<file path="src/rtl/hsin_pkg.sv">
package hsin_pkg;
  localparam logic [1:0] ADDR_DATA = 2'd0;
  localparam logic [1:0] ADDR_STAT = 2'd1;
  localparam logic [1:0] ADDR_CTRL = 2'd2;

  typedef enum logic {
    HS_INTERLOCK = 1'b0,
    HS_PULSED    = 1'b1
  } hs_mode_e;
endpackage

</file>
<file path="src/rtl/hsin_rst_sync.sv">
module hsin_rst_sync (
  input  logic clk,
  input  logic rst_n,
  output logic rst_n_s
);
  logic [1:0] sh_q;

  always_ff @(posedge clk or negedge rst_n) begin
    if (!rst_n) sh_q <= 2'b00;
    else        sh_q <= {sh_q[0], 1'b1};
  end

  assign rst_n_s = sh_q[1];
endmodule

</file>
<file path="src/rtl/hsin_strobe_sync.sv">
module hsin_strobe_sync (
  input  logic clk,
  input  logic rst_n,
  input  logic strb_in,
  output logic rise
);
  logic [2:0] sync_q;
  logic [2:0] sync_d;

  always_comb sync_d = {sync_q[1:0], strb_in};

  always_ff @(posedge clk or negedge rst_n) begin
    if (!rst_n) sync_q <= 3'b000;
    else        sync_q <= sync_d;
  end

  // sync_q[1] is the second synchroniser stage, sync_q[2] its delayed copy
  assign rise = sync_q[1] & ~sync_q[2];
endmodule

</file>
<file path="src/rtl/hsin_latch_pair.sv">
module hsin_latch_pair #(
  parameter int DW = 8
) (
  input  logic          clk,
  input  logic          rst_n,
  input  logic          rise,
  input  logic [DW-1:0] pin_data,
  input  logic          pop,
  output logic          front_full,
  output logic [DW-1:0] front_q,
  output logic          back_full,
  output logic [DW-1:0] back_q,
  output logic          xfer
);
  logic          cap;
  logic          front_full_d, back_full_d;
  logic [DW-1:0] front_d, back_d;

  always_comb begin
    cap          = rise & ~front_full;
    xfer         = front_full & (~back_full | pop);
    front_d      = cap  ? pin_data : front_q;
    back_d       = xfer ? front_q  : back_q;
    front_full_d = cap  | (front_full & ~xfer);
    back_full_d  = xfer | (back_full & ~pop);
  end

  always_ff @(posedge clk or negedge rst_n) begin
    if (!rst_n) begin
      front_full <= 1'b0;
      back_full  <= 1'b0;
    end else begin
      front_full <= front_full_d;
      back_full  <= back_full_d;
    end
  end

  always_ff @(posedge clk or negedge rst_n) begin
    if (!rst_n) begin
      front_q <= '0;
      back_q  <= '0;
    end else begin
      if (cap)  front_q <= front_d;
      if (xfer) back_q  <= back_d;
    end
  end
endmodule

</file>
<file path="src/rtl/hsin_hs_gen.sv">
module hsin_hs_gen
  import hsin_pkg::*;
#(
  parameter int PULSE_LEN = 4
) (
  input  logic     clk,
  input  logic     rst_n,
  input  hs_mode_e mode,
  input  logic     front_full,
  input  logic     xfer,
  output logic     hs
);
  localparam int CW = $clog2(PULSE_LEN + 1);

  logic [CW-1:0] cnt_q, cnt_d;
  logic          cnt_en;

  always_comb begin
    cnt_en = xfer | (cnt_q != '0);
    if (xfer) cnt_d = CW'(PULSE_LEN);
    else      cnt_d = cnt_q - 1'b1;
  end

  always_ff @(posedge clk or negedge rst_n) begin
    if (!rst_n)      cnt_q <= '0;
    else if (cnt_en) cnt_q <= cnt_d;
  end

  always_comb begin
    if (mode == HS_INTERLOCK) hs = ~front_full;
    else                      hs = ~front_full & (cnt_q != '0);
  end
endmodule

</file>
<file path="src/rtl/hsin_port.sv">
module hsin_port
  import hsin_pkg::*;
#(
  parameter int DW        = 8,
  parameter int PULSE_LEN = 4
) (
  input  logic          clk,
  input  logic          rst_n,
  input  logic [DW-1:0] pin_data,
  input  logic          strb_in,
  output logic          hs_out,
  input  logic          rd_en,
  input  logic          wr_en,
  input  logic [1:0]    addr,
  input  logic [DW-1:0] wdata,
  output logic [DW-1:0] rdata
);
  logic          rst_n_s;
  logic          rise, pop, xfer;
  logic          front_full, back_full;
  logic [DW-1:0] front_q, back_q;
  logic [DW-1:0] ctrl_q, ctrl_d;
  logic          ctrl_we;
  hs_mode_e      mode;

  hsin_rst_sync u_rst (.clk(clk), .rst_n(rst_n), .rst_n_s(rst_n_s));

  hsin_strobe_sync u_sync (.clk(clk), .rst_n(rst_n_s), .strb_in(strb_in), .rise(rise));

  assign pop = rd_en & (addr == ADDR_DATA);

  hsin_latch_pair #(.DW(DW)) u_latch (
    .clk(clk), .rst_n(rst_n_s), .rise(rise), .pin_data(pin_data), .pop(pop),
    .front_full(front_full), .front_q(front_q),
    .back_full(back_full), .back_q(back_q), .xfer(xfer)
  );

  always_comb begin
    ctrl_we = wr_en & (addr == ADDR_CTRL);
    ctrl_d  = wdata;
    mode    = hs_mode_e'(ctrl_q[0]);
  end

  always_ff @(posedge clk or negedge rst_n_s) begin
    if (!rst_n_s)     ctrl_q <= DW'(1);
    else if (ctrl_we) ctrl_q <= ctrl_d;
  end

  hsin_hs_gen #(.PULSE_LEN(PULSE_LEN)) u_hs (
    .clk(clk), .rst_n(rst_n_s), .mode(mode),
    .front_full(front_full), .xfer(xfer), .hs(hs_out)
  );

  always_comb begin
    case (addr)
      ADDR_DATA: rdata = back_q;
      ADDR_STAT: rdata = {{(DW-2){1'b0}}, hs_out, back_full};
      ADDR_CTRL: rdata = ctrl_q;
      default:   rdata = '0;
    endcase
  end
endmodule

</file>
<file path="config.mk">
export PLATFORM = sky130hd
export DESIGN_NAME = hsin_port
export DESIGN_NICKNAME = d
export VERILOG_FILES = /design/src/rtl/hsin_pkg.sv /design/src/rtl/hsin_rst_sync.sv /design/src/rtl/hsin_strobe_sync.sv /design/src/rtl/hsin_latch_pair.sv /design/src/rtl/hsin_hs_gen.sv /design/src/rtl/hsin_port.sv
export SDC_FILE = /design/constraint.sdc
export NUM_CORES = 1
export LEC_CHECK = 0
export CAP_MARGIN = 20
export CORE_MARGIN = 4
export CORE_UTILIZATION = 49
export CTS_CLUSTER_DIAMETER = 40
export DETAILED_ROUTE_END_ITERATION = 16
export PLACE_DENSITY_LB_ADDON = 0.15
export SLEW_MARGIN = 10
export SYNTH_ARGS = -nofsm -noshare
export SYNTH_HDL_FRONTEND = slang
export SYNTH_SLANG_ARGS = --single-unit
export TNS_END_PERCENT = 50
</file>
<file path="constraint.sdc">
create_clock -name clk -period 1.3 [get_ports clk]
set_input_delay 0.13 -clock clk [delete_from_list [all_inputs] [get_ports clk]]
set_output_delay 0.13 -clock clk [all_outputs]
set_load 0.05 [all_outputs]
</file>
Yosys cells after proc, flatten, opt, wreduce, memory -nomap -nowiden
Cells that the tools add are included.
- register bits after elaboration: 34
- output and inout bits: 9
- add/subtract/negate cells: 1
- equality and inequality tests: 2
- muxes and demuxes: 3
- bitwise operators: 17
- reduce and logical (&&, ||, !) cells: 2
- operator list (operator ; number):
    $pmux W8 S3 ; 1
    $and A1 B1 Y1 ; 8
    $not A1 Y1 ; 5
    $or A1 B1 Y1 ; 4
    $mux W3 ; 1
    $reduce_bool A3 Y1 ; 1
    $sub A3 B1 Y3 const B ; 1
    $eq A2 B1 Y1 const B ; 1
    $eq A2 B2 Y1 const B ; 1
    $logic_not A2 Y1 ; 1
    $mux W1 ; 1

Longest topological paths before layout
- depth in word-level cells: 7
- mapped depth: 5

Hierarchy
Synthesis repeated with hierarchy kept, for this count alone.
- cells, all modules: 103
- area total of the unflattened synthesis: 1510.2 um2
- modules (own cells, without submodules) (module ; times used ; cells each ; area each (um2)):
    hsin_latch_pair ; 1 ; 42 ; 686.9
    hsin_port ; 1 ; 37 ; 491.7
    hsin_hs_gen ; 1 ; 17 ; 188.9
    hsin_strobe_sync ; 1 ; 4 ; 88.8
    hsin_rst_sync ; 1 ; 3 ; 53.8

Least setup slack after synthesis
No wires, ideal clock.
- kind: register -> output
- from: reg u_hs.cnt_q[0]
- to: out rdata[1]
- arrival time: 2.125 ns
- required time: 1.170 ns
- slack: -0.955 ns
- stages on the path, launching flop included: 6
- buffers on the path: 0
- cell sequence: dfrtp_1 -> inv_1 -> ha_1 -> nor2b_1 -> a21oi_1 -> o2bb2ai_1
- cells in the longest elaborated chain, start to end: 4
- ends and longest elaborated chain (what ; line ; source):
    start, declared ; hsin_hs_gen.sv:15 ; logic [CW-1:0] cnt_q, cnt_d;
    start signal, assigned ; hsin_hs_gen.sv:26 ; else if (cnt_en) cnt_q <= cnt_d;
    $reduce_bool A3 Y1 ; hsin_hs_gen.sv:31 ; else hs = ~front_full & (cnt_q != '0);
    $and A1 B1 Y1 ; hsin_hs_gen.sv:31 ;
    $mux W1 ; hsin_hs_gen.sv:30 ; if (mode == HS_INTERLOCK) hs = ~front_full;
    net hs_out ; hsin_port.sv:11 ; output logic hs_out,
    $pmux W8 S3 ; hsin_port.sv:55 ; case (addr)
    end, declared ; hsin_port.sv:16 ; output logic [DW-1:0] rdata
The timed path passes the listed nets, and every way through them passes these cells.

Worst setup path after layout
- from: reg u_hs.cnt_q[0]
- to: out rdata[1]
- cells in the longest elaborated chain, start to end: 4
- ends and longest elaborated chain (what ; line):
    $reduce_bool A3 Y1 ; hsin_hs_gen.sv:31
    $and A1 B1 Y1 ; hsin_hs_gen.sv:31
    $mux W1 ; hsin_hs_gen.sv:30
    $pmux W8 S3 ; hsin_port.sv:55
Every way passes these cells.

==> flow_summary.json <==
{
  "ys_warn_count": 0,
  "fillers": 159,
  "synth_ff_type": "dfrtp_1",
  "status": "finished with violations",
  "power_frac_seq": 0.385,
  "period_minus_slack_ps": 1620,
  "groute.usage.overall": 0.206,
  "cts_root_buffer": "clkbuf_4",
  "fp.dieH_um": 63.1,
  "final_cells": 194,
  "crit_type": "reg -> out",
  "p_sw_frac": 0.335,
  "drtPass1Iterations": 3,
  "utilization": 0.831,
  "final_common_cell": "dfrtp_1",
  "final_cell_area_um2": 2350,
  "synth_area_um2": 1490,
  "synth_xor_area_frac": 0.00589,
  "r2r-start": "u_latch.front_full",
  "grt_pass1_wl_um": 6170,
  "fmax_mhz": 616,
  "ios": 32,
  "setup_violations": 28,
  "power_density_nw_per_um2": 1930,
  "arrival_ps": 1490,
  "leakagePower_nw": 1.04,
  "synth.mux.area_fraction": 0.251,
  "worst_clock_skew_ps": 11.7,
  "crit_fanout": 2,
  "areaGrowthSynthToFinish_pct": 58.1,
  "violations": "setup timing",
  "slew_violations": 0,
  "cts-buffers-inserted": 5,
  "syn_nets": 129,
  "pre_cts_slack_ps": -256,
  "yosysSeqAreaShare": 0.573,
  "synth_compound_area_frac": 0.0429,
  "vdd_ir_drop_max_v": 0.00127,
  "drc": 0,
  "wl_per_cell_um": 18.3,
  "synth_edf_count": 0,
  "fin_ws_ps": -323,
  "dp.cells": 173,
  "port_buffers": 31,
  "pwr-share-clk": 0.133,
  "synth_top_family_by_area": "multiplexers",
  "path_clk_slew_ps": 110,
  "finalCritPeriodShare": 1.25,
  "hpwl_um": 2370,
  "start_kind": "flop",
  "placed_area_um2": 2040,
  "clock_latency_ps": 330,
  "crit_start": "u_hs.cnt_q[0]",
  "clockBufferDepth": 2,
  "syn_inst": 104,
  "finalHoldViolCount": 0,
  "diodes": 0,
  "cpPeakStageDelay_ps": 370,
  "postRouteAntennaNets": 0,
  "antenna_found_initial": 0,
  "rsz0062_at_grt": "true",
  "die_w_um": 63.1,
  "first_global_vias": 1179,
  "cts_tree": "yes",
  "drt-total-wl_um": 3540,
  "clock_sinks": 34,
  "p_int_mw": 3.02,
  "avgSynthCellArea_um2": 14.3,
  "crit_required_ps": 1170,
  "seq_area_um2": 853,
  "yosys.area_share.simple": 0.0757,
  "timing.hold.worst.class": "reg -> async",
  "netSwitchingPower_mw": 1.52,
  "grt_overflow": 0,
  "slowest_stage": "dfrtp_1",
  "avgViaCountPerCell": 5.24,
  "num_rows": 19,
  "die-area_um2": 3980,
  "start_util": 0.526,
  "drv_cap": 0,
  "drt_iter0_drc": 30,
  "synthAdderAreaFrac": 0.0168,
  "vias": 1016,
  "htree_levels": 2,
  "power_frac_comb": 0.482,
  "place_congestion": 0.808,
  "nNetsFinal": 187,
  "grt_max_degree": 15,
  "synthArstFlopShare": 1.00,
  "reg2regPathDepth": 4,
  "final_cell_mix": "dfrtp_1, clkdlybuf4s50_1, buf_4",
  "core-area_um2": 2830,
  "crit_path_cell_trace": "inv_2 -> ha_4 -> nor2b_4 -> a21oi_4 -> o2bb2ai_4 -> buf_12",
  "fin_total_pwr_mw": 4.54,
  "drive_above_1_share": 0.577,
  "ys_types": 27,
  "multi_input_area_um2": 741,
  "endpoint_kind": "output pin",
  "ys_ff_latch": 34
}
==> flip-flops by register name (all words and copies together), names as in the netlist <==
| name | cells |
|---|---|
| u_hs.cnt_q | 3 |
| u_latch.front_q | 8 |
| u_sync.sync_q | 3 |
| u_latch.back_full | 1 |
| ctrl_q | 8 |
| u_latch.back_q | 8 |
| u_rst.sh_q | 2 |
| u_latch.front_full | 1 |
==> worst paths after layout <==
| kind | end | slack (ps) |
|---|---|---|
| min in group clk | u_sync.sync_q[0] | 240 |
| worst max register to register | u_latch.back_q[3] | -170 |
| worst max-delay path | rdata[1] | -320 |
| worst min-delay path | u_hs.cnt_q[2] | 150 |
| max in group asynchronous | ctrl_q[2] | 620 |
| worst min register to register | u_hs.cnt_q[2] | 150 |
==> through the flow <==
stage | setup TNS, ps | hold slack (ps)
2_1_floorplan | -378 | -166
3_3_place_gp | -4000 | 153
3_5_place_dp | -5160 | 159
4_1_cts | -2430 | 164
5_1_grt | -3800 | 192
6_report | -2780 | 146
==> worst max-delay path: cells and delay by family, from the launching register on <==
kind,cells,cell delay [ps]
simple gates,1,130
compound gates,2,310
buf+inv,2,210
fa+ha+maj,1,150
flops,1,370
==> per-layer routing <==
metal	up-vias	global-route usage	part of all wire
li1	470	-	-
met4	0	0.0744	0.027
met3	11	0.0604	0.046
met5	-	0	0
met2	31	0.349	0.52
met1	504	0.249	0.41
==> final cells by class <==
class,count,share of cell area
clock buffers,7,0.0234
clock inverters,1,0.00213
inverters,3,0.00479
multi-input cells,63,0.315
flip-flops and latches,34,0.363
well taps,31,0.0165
repair buffers,55,0.276
==> cells in the mapped netlist (2+ instances only) <==
| master | n | area share |
|---|---|---|
| a21oi_1 | 2 | 0.0067 |
| buf_4 | 2 | 0.010 |
| buf_6 | 2 | 0.015 |
| dfrtp_1 | 33 | 0.56 |
| ha_1 | 2 | 0.017 |
| inv_1 | 3 | 0.0076 |
| mux2_2 | 18 | 0.14 |
| mux2_4 | 6 | 0.061 |
| mux2i_1 | 8 | 0.054 |
| nand2_1 | 3 | 0.0076 |
| nor2_1 | 7 | 0.018 |
| nor2b_1 | 2 | 0.0084 |
| o2bb2ai_1 | 2 | 0.012 |
==> power by group through the flow <==
stage	clock network (mW)	logic (mW)	registers, mW
floorplan	0	1.08	1.65
global placement	0	1.63	1.71
detailed placement	0	1.70	1.75
CTS	0.610	2.12	1.73
global route	0.694	2.30	1.79
finish	0.603	2.19	1.74
==> cells by family (layout without fill, tap and decap cells) <==
family          count (synthesis)  count (layout)
flops                          34              34
mux                            32              32
simple gates                   19              19
compound gates                  8               8
buf+inv                         7              66
fa+ha+maj                       2               2
other cells                     1               1
xor+xnor                        1               1
==> repair_timing <==
item,CTS,global route
hold endpoints to repair,2,0
gates cloned,1,0
setup endpoints to repair,25,28
pin swaps,5,3
gates resized for setup,29,6
hold buffers,1,0
setup buffers,10,1
(Power assumes the default switching activity.)
